## src/rtl/isorx_pkg.sv

```systemverilog
package isorx_pkg;
  localparam int BIT_PACK  = 31;
  localparam int BIT_HDR   = 30;
  localparam int BIT_MEN   = 29;
  localparam int BIT_MULTI = 28;
  localparam int BIT_RUN   = 15;
  localparam int BIT_ACT   = 10;
  localparam int CYC_W     = 13;
  localparam int CYC_LSB   = 12;

  typedef struct packed {
    logic pack;
    logic hdr;
    logic men;
    logic multi;
    logic run;
    logic act;
  } ctx_word_t;

  function automatic logic [31:0] to_bus(ctx_word_t c);
    logic [31:0] v;
    v = '0;
    v[BIT_PACK]  = c.pack;
    v[BIT_HDR]   = c.hdr;
    v[BIT_MEN]   = c.men;
    v[BIT_MULTI] = c.multi;
    v[BIT_RUN]   = c.run;
    v[BIT_ACT]   = c.act;
    return v;
  endfunction
endpackage

```

## src/rtl/isorx_addr_dec.sv

```systemverilog
module isorx_addr_dec #(
  parameter int NCTX   = 4,
  parameter int ADDR_W = 12,
  parameter int BASE   = 'h400,
  parameter int STRIDE = 32,
  parameter int CLR_OFS = 4
) (
  input  logic [ADDR_W-1:0] addr,
  output logic [NCTX-1:0]   sel_set,
  output logic [NCTX-1:0]   sel_clr
);
  for (genvar i = 0; i < NCTX; i++) begin : g_dec
    localparam logic [ADDR_W-1:0] SET_A = ADDR_W'(BASE + STRIDE * i);
    localparam logic [ADDR_W-1:0] CLR_A = ADDR_W'(BASE + STRIDE * i + CLR_OFS);
    assign sel_set[i] = (addr == SET_A);
    assign sel_clr[i] = (addr == CLR_A);
  end
endmodule

```

## src/rtl/isorx_ctx.sv

```systemverilog
module isorx_ctx
  import isorx_pkg::*;
(
  input  logic             clk,
  input  logic             rst_n,
  input  logic             wr_set,
  input  logic             wr_clr,
  input  logic [31:0]      wdata,
  input  logic             cs_valid,
  input  logic [CYC_W-1:0] cs_count,
  input  logic [CYC_W-1:0] match_val,
  output ctx_word_t        word
);
  ctx_word_t q, merged, nxt;
  logic      locked, reject, hit;
  logic      unused_wd;

  assign unused_wd = ^{wdata[27:16], wdata[14:0]};
  assign locked    = q.run | q.act;

  always_comb begin
    merged = q;
    if (wr_set) begin
      merged.pack  = q.pack  | wdata[BIT_PACK];
      merged.hdr   = q.hdr   | wdata[BIT_HDR];
      merged.men   = q.men   | wdata[BIT_MEN];
      merged.multi = q.multi | wdata[BIT_MULTI];
      merged.run   = q.run   | wdata[BIT_RUN];
    end else if (wr_clr) begin
      merged.pack  = q.pack  & ~wdata[BIT_PACK];
      merged.hdr   = q.hdr   & ~wdata[BIT_HDR];
      merged.men   = q.men   & ~wdata[BIT_MEN];
      merged.multi = q.multi & ~wdata[BIT_MULTI];
      merged.run   = q.run   & ~wdata[BIT_RUN];
    end
    if (locked) begin
      merged.pack = q.pack;
      merged.hdr  = q.hdr;
      merged.men  = q.men;
    end
    reject = merged.multi & ~merged.pack;
    if (reject) merged = q;
  end

  assign hit = cs_valid & merged.men & (cs_count == match_val);

  always_comb begin
    nxt     = merged;
    nxt.act = merged.run & (q.act | ~merged.men | hit);
    if (merged.run & ~q.act & hit) nxt.men = 1'b0;
  end

  always_ff @(posedge clk or negedge rst_n) begin
    if (!rst_n) q <= '0;
    else        q <= nxt;
  end

  assign word = q;

  // configuration bits hold while the context is locked
  p_lock_hold_r4: assert property (@(posedge clk) disable iff (!rst_n)
    (q.run | q.act) |=> $stable({q.pack, q.hdr}));
  // multi-channel never stands without buffer packing
  p_multi_needs_pack_r5: assert property (@(posedge clk) disable iff (!rst_n)
    q.multi |-> q.pack);
  // no active context without run
  p_act_needs_run_r6: assert property (@(posedge clk) disable iff (!rst_n)
    !q.run |-> !q.act);
  // run rising with match-enable off starts at once
  p_run_start_r6: assert property (@(posedge clk) disable iff (!rst_n)
    ($rose(q.run) && !q.men) |-> q.act);
  // becoming active always leaves match-enable cleared
  p_men_cleared_r7: assert property (@(posedge clk) disable iff (!rst_n)
    $rose(q.act) |-> !q.men);
endmodule

```

## src/rtl/isorx_ctl_bank.sv

```systemverilog
module isorx_ctl_bank
  import isorx_pkg::*;
#(
  parameter int NCTX   = 4,
  parameter int ADDR_W = 12,
  parameter int BASE   = 'h400,
  parameter int STRIDE = 32
) (
  input  logic                 clk,
  input  logic                 rst_n,
  input  logic                 bus_wr,
  input  logic [ADDR_W-1:0]    bus_addr,
  input  logic [31:0]          bus_wdata,
  output logic [31:0]          bus_rdata,
  input  logic [NCTX*32-1:0]   match_regs,
  input  logic                 cs_valid,
  input  logic [CYC_W-1:0]     cs_count
);
  logic [NCTX-1:0] sel_set, sel_clr;
  ctx_word_t       words [NCTX];
  logic [31:0]     rd_terms [NCTX];
  logic            unused_match;

  assign unused_match = ^match_regs;

  isorx_addr_dec #(
    .NCTX(NCTX), .ADDR_W(ADDR_W), .BASE(BASE), .STRIDE(STRIDE), .CLR_OFS(4)
  ) u_dec (
    .addr(bus_addr), .sel_set(sel_set), .sel_clr(sel_clr)
  );

  for (genvar i = 0; i < NCTX; i++) begin : g_ctx
    isorx_ctx u_ctx (
      .clk       (clk),
      .rst_n     (rst_n),
      .wr_set    (bus_wr & sel_set[i]),
      .wr_clr    (bus_wr & sel_clr[i]),
      .wdata     (bus_wdata),
      .cs_valid  (cs_valid),
      .cs_count  (cs_count),
      .match_val (match_regs[i*32+CYC_LSB +: CYC_W]),
      .word      (words[i])
    );
    assign rd_terms[i] = (sel_set[i] | sel_clr[i]) ? to_bus(words[i]) : '0;
  end

  always_comb begin
    bus_rdata = '0;
    for (int i = 0; i < NCTX; i++) bus_rdata = bus_rdata | rd_terms[i];
  end

  // unmapped addresses read zero
  p_unmapped_zero_r10: assert property (@(posedge clk) disable iff (!rst_n)
    !(|{sel_set, sel_clr}) |-> (bus_rdata == '0));
  // at most one register selected
  p_single_sel_r1: assert property (@(posedge clk) disable iff (!rst_n)
    $onehot0({sel_set, sel_clr}));
endmodule

```

## config.mk

```make
export PLATFORM = sky130hd
export DESIGN_NAME = isorx_ctl_bank
export DESIGN_NICKNAME = d
export VERILOG_FILES = /design/src/rtl/isorx_pkg.sv /design/src/rtl/isorx_addr_dec.sv /design/src/rtl/isorx_ctx.sv /design/src/rtl/isorx_ctl_bank.sv
export SDC_FILE = /design/constraint.sdc
export NUM_CORES = 1
export LEC_CHECK = 0
export ABC_AREA = 1
export CORE_ASPECT_RATIO = 1.75
export CORE_MARGIN = 5
export CORE_UTILIZATION = 50
export CTS_CLUSTER_SIZE = 8
export DETAILED_ROUTE_END_ITERATION = 8
export DONT_BUFFER_PORTS = 1
export HOLD_SLACK_MARGIN = 0.02
export PLACE_DENSITY = 0.7
export SYNTH_ARGS = -nofsm -noshare
export SYNTH_HDL_FRONTEND = slang
export SYNTH_SLANG_ARGS = --single-unit
```

## constraint.sdc

```tcl
create_clock -name clk -period 1.6 [get_ports clk]
set_input_delay 0.16 -clock clk [delete_from_list [all_inputs] [get_ports clk]]
set_output_delay 0.16 -clock clk [all_outputs]
set_load 0.005 [all_outputs]
```

==> summary.md <==
| Metric | Value |
|---|---|
| Status | `complete, no violations` |
| Wire length on met3 | `897 um` |
| CTS max path bufs | `2` |
| Max-slew violations | `0` |
| Final Net Count | `706` |
| Port buffer count | `0` |
| CTS Buf Count | `3` |
| Post-Syn Area | `between 0.002 and 0.003 mm^2` |
| Switching Share | `0.333` |
| Area delta synth->final | `8.97%` |
| Overflow after GRT | `0` |
| CTS tree | `done` |
| Met2 WL | `4.53 mm` |
| Number of global-route vias before repair | `3,083` |
| CP Launch Type | `flip-flop` |
| Pre-Repair DR Iteration Count | `4` |
| Top Ports | `about 220` |
| Clock network fraction of total power | `0.297` |
| Psw | `around 0.49 mW` |
| Pleak | `1.67 nW` |
| Core area | `~0.0056 mm^2` |
| Remaining antenna violation count | `0` |
| Top-count cell post-synth | `nand2_1` |
| Most common flop cell mapped by yosys | `dfrtp_1` |
| Critical Path End Type | `flip-flop` |
| Fin util | `0.562` |
| Layout cells sized above 1 | `0.141` |
| Gpl congestion | `0.929` |
| Synth top area cells | `dfrtp_1 21%, nand2_1 18%, inv_1 12%, buf_4 6.7%, nor2_1 6.7%` |
| Warnings, synthesis | `0` |
| Number of synthesized flops with an enable pin | `0` |
| CP max FO | `5` |
| Top sig layer | `met4` |
| CTS HTree Levels | `1` |
| Yosys top cell area share | `0.207` |
| Hold Slack | `55.7 ps` |
| Vias | `3,145` |
| Via/cell ratio | `approximately 5.3` |
| Max reg flops | `24` |
| Period utilization | `0.970` |
| RSZ-0062 raised after global routing | `yes` |
| Clk slew on worst S/H paths | `90 ps` |
| Placement Rows | `36` |
| Detail Placement HPWL | `7.31 mm` |
| WP data required | `roughly 1800 ps` |
| Largest net degree at the start of global routing | `25` |
| DRC | `0` |
| Met1 wire length | `2.79 mm` |
| Commonest cells post-synth | `138 x nand2_1, 90 x inv_1, 52 x nor2_1` |
| Clk_lat worst skew | `~280 ps` |
| Yosys cell types | `34` |
| Hold Path Class | `input pin to flip-flop` |
| Register area share after synthesis | `0.207` |
| CTS root buffer | `clkbuf_8` |
| First-pass GRT wire length | `between 10 and 15 mm` |
| Chip width | `around 68 um` |
| Crit path DAT | `1730 ps` |
| DRT iter0 DRCs | `between 150 and 200` |
| Die footprint | `roughly 0.0075 mm^2` |
| Initial antenna violation count | `0` |
| WL final | `8.73 mm` |
| Die Ht | `111 um` |
| Final Setup Violations | `0` |
| Drt wl/cell | `roughly 15 um` |
| Flop pwr share | `0.432` |
| Fin crit period | `1550 ps` |
| Max_cap viols | `0` |
| Tot GR Track Use | `0.237` |
| Antenna fix cells | `0` |
| Worst VDD drop | `about 0.00029 V` |
| Int Power | `0.990 mW` |
| Cells after Synth | `496` |
| Fin Clk Skew | `2.47 ps` |
| Clock sink count | `24` |
| Initial core utilization | `0.516` |
| Post-synth ARST share | `1.00` |
| Power share of the combinational group | `0.271` |
| Max Clk Rate | `645 MHz` |
| Area leader, netlist | `dfrtp_1` |
| WS Path Type | `flip-flop to flip-flop` |
| FF+latch count, synth | `24` |
| Avg Inst Size Synth | `5.85 um^2` |
| Final hold vios | `0` |
| Power density over cell area | `469 mW/mm^2` |
==> area by class of cell <==
class	instances	area [um^2]
inverter	94	353
clock buffer	4	55.1
sequential	24	601
timing repair buffer	21	175
multi-input combinational	373	1880
tap	76	95.1
fill	587	2470
==> power by group through the flow <==
| stage | Sequential (mW) | Clock, mW | Combinational [mW] |
|---|---|---|---|
| after floorplan | 0.650 | 0 | 0.352 |
| after global placement | 0.652 | 0 | 0.358 |
| after detailed placement | 0.653 | 0 | 0.365 |
| after CTS | 0.640 | 0.452 | 0.392 |
| after global routing | 0.643 | 0.476 | 0.465 |
| final | 0.641 | 0.441 | 0.402 |
==> metrics by stage <==
stage               setup slack [ps]  area, um^2  cells  power, mW  setup TNS [ps]
finish                          48.6        3160    592       1.48               0
global placement                10.7        2940    575       1.01               0
detailed placement             -5.96        2940    575       1.02           -5.96
CTS                             17.7        3030    582       1.48               0
global route                   -23.5        3160    592       1.58           -92.4
floorplan                        219        3000    521       1.00               0
==> per-layer routing <==
metal / GRT usage / up-vias
met2: 0.433 / 183
met5: 0 / -
li1: - / 1580
met4: 0.145 / 0
met1: 0.224 / 1353
met3: 0.0527 / 29
==> worst max-delay path, cell delays in order (launching register included) <==
cell and delay, ps:
dfrtp_1 410, inv_2 70, nand2_2 70, nor2_2 120, nand4_1 150, a21oi_4 250
nand2_2 110, nand2_1 110, nor2_1 50, nand2_1 50, nand2_1 50
==> timing repair <==
action | 4_1_cts | 5_1_grt
setup endpoints to repair | 0 | 14
endpoints found under the hold margin | 28 | 0
buffers inserted | 0 | 10
resized for setup | 0 | 22
hold buffers | 3 | 0
==> cells in the final DEF, fill, tap and decap left out, drive strengths merged, types with 13 or more instances in the layout <==
cell / instances
nand3: 25
dfrtp: 24
nand2: 148
o21ai: 39
buf: 19
o22ai: 13
inv: 91
conb: 26
nand4: 17
nor2: 58
==> cells by family after synthesis <==
group | after synthesis | synth area share
buf+inv | 124 | 0.195
simple gates | 257 | 0.390
other cells | 1 | 0.00129
xor+xnor | 6 | 0.0181
compound gates | 84 | 0.189
flops | 24 | 0.207
==> final timing paths <==
kind,from,endpoint,slack [ps],depth (start not counted)
min in group asynchronous,rst_n,g_ctx[0].u_ctx.word[4]$_DFFE_PN0P_,370,2
max in group asynchronous,rst_n,g_ctx[2].u_ctx.word[4]$_DFFE_PN0P_,1080,2
hold reg to reg,g_ctx[1].u_ctx.word[4]$_DFFE_PN0P_,g_ctx[1].u_ctx.word[4]$_DFFE_PN0P_,490,2
hold / removal,bus_wdata[30],g_ctx[1].u_ctx.word[4]$_DFFE_PN0P_,60,3
setup reg to reg,g_ctx[2].u_ctx.word[1]$_DFF_PN0_,g_ctx[2].u_ctx.word[4]$_DFFE_PN0P_,50,10
setup / recovery,g_ctx[2].u_ctx.word[1]$_DFF_PN0_,g_ctx[2].u_ctx.word[4]$_DFFE_PN0P_,50,10
Note: power is estimated with default switching activity, not from simulation.
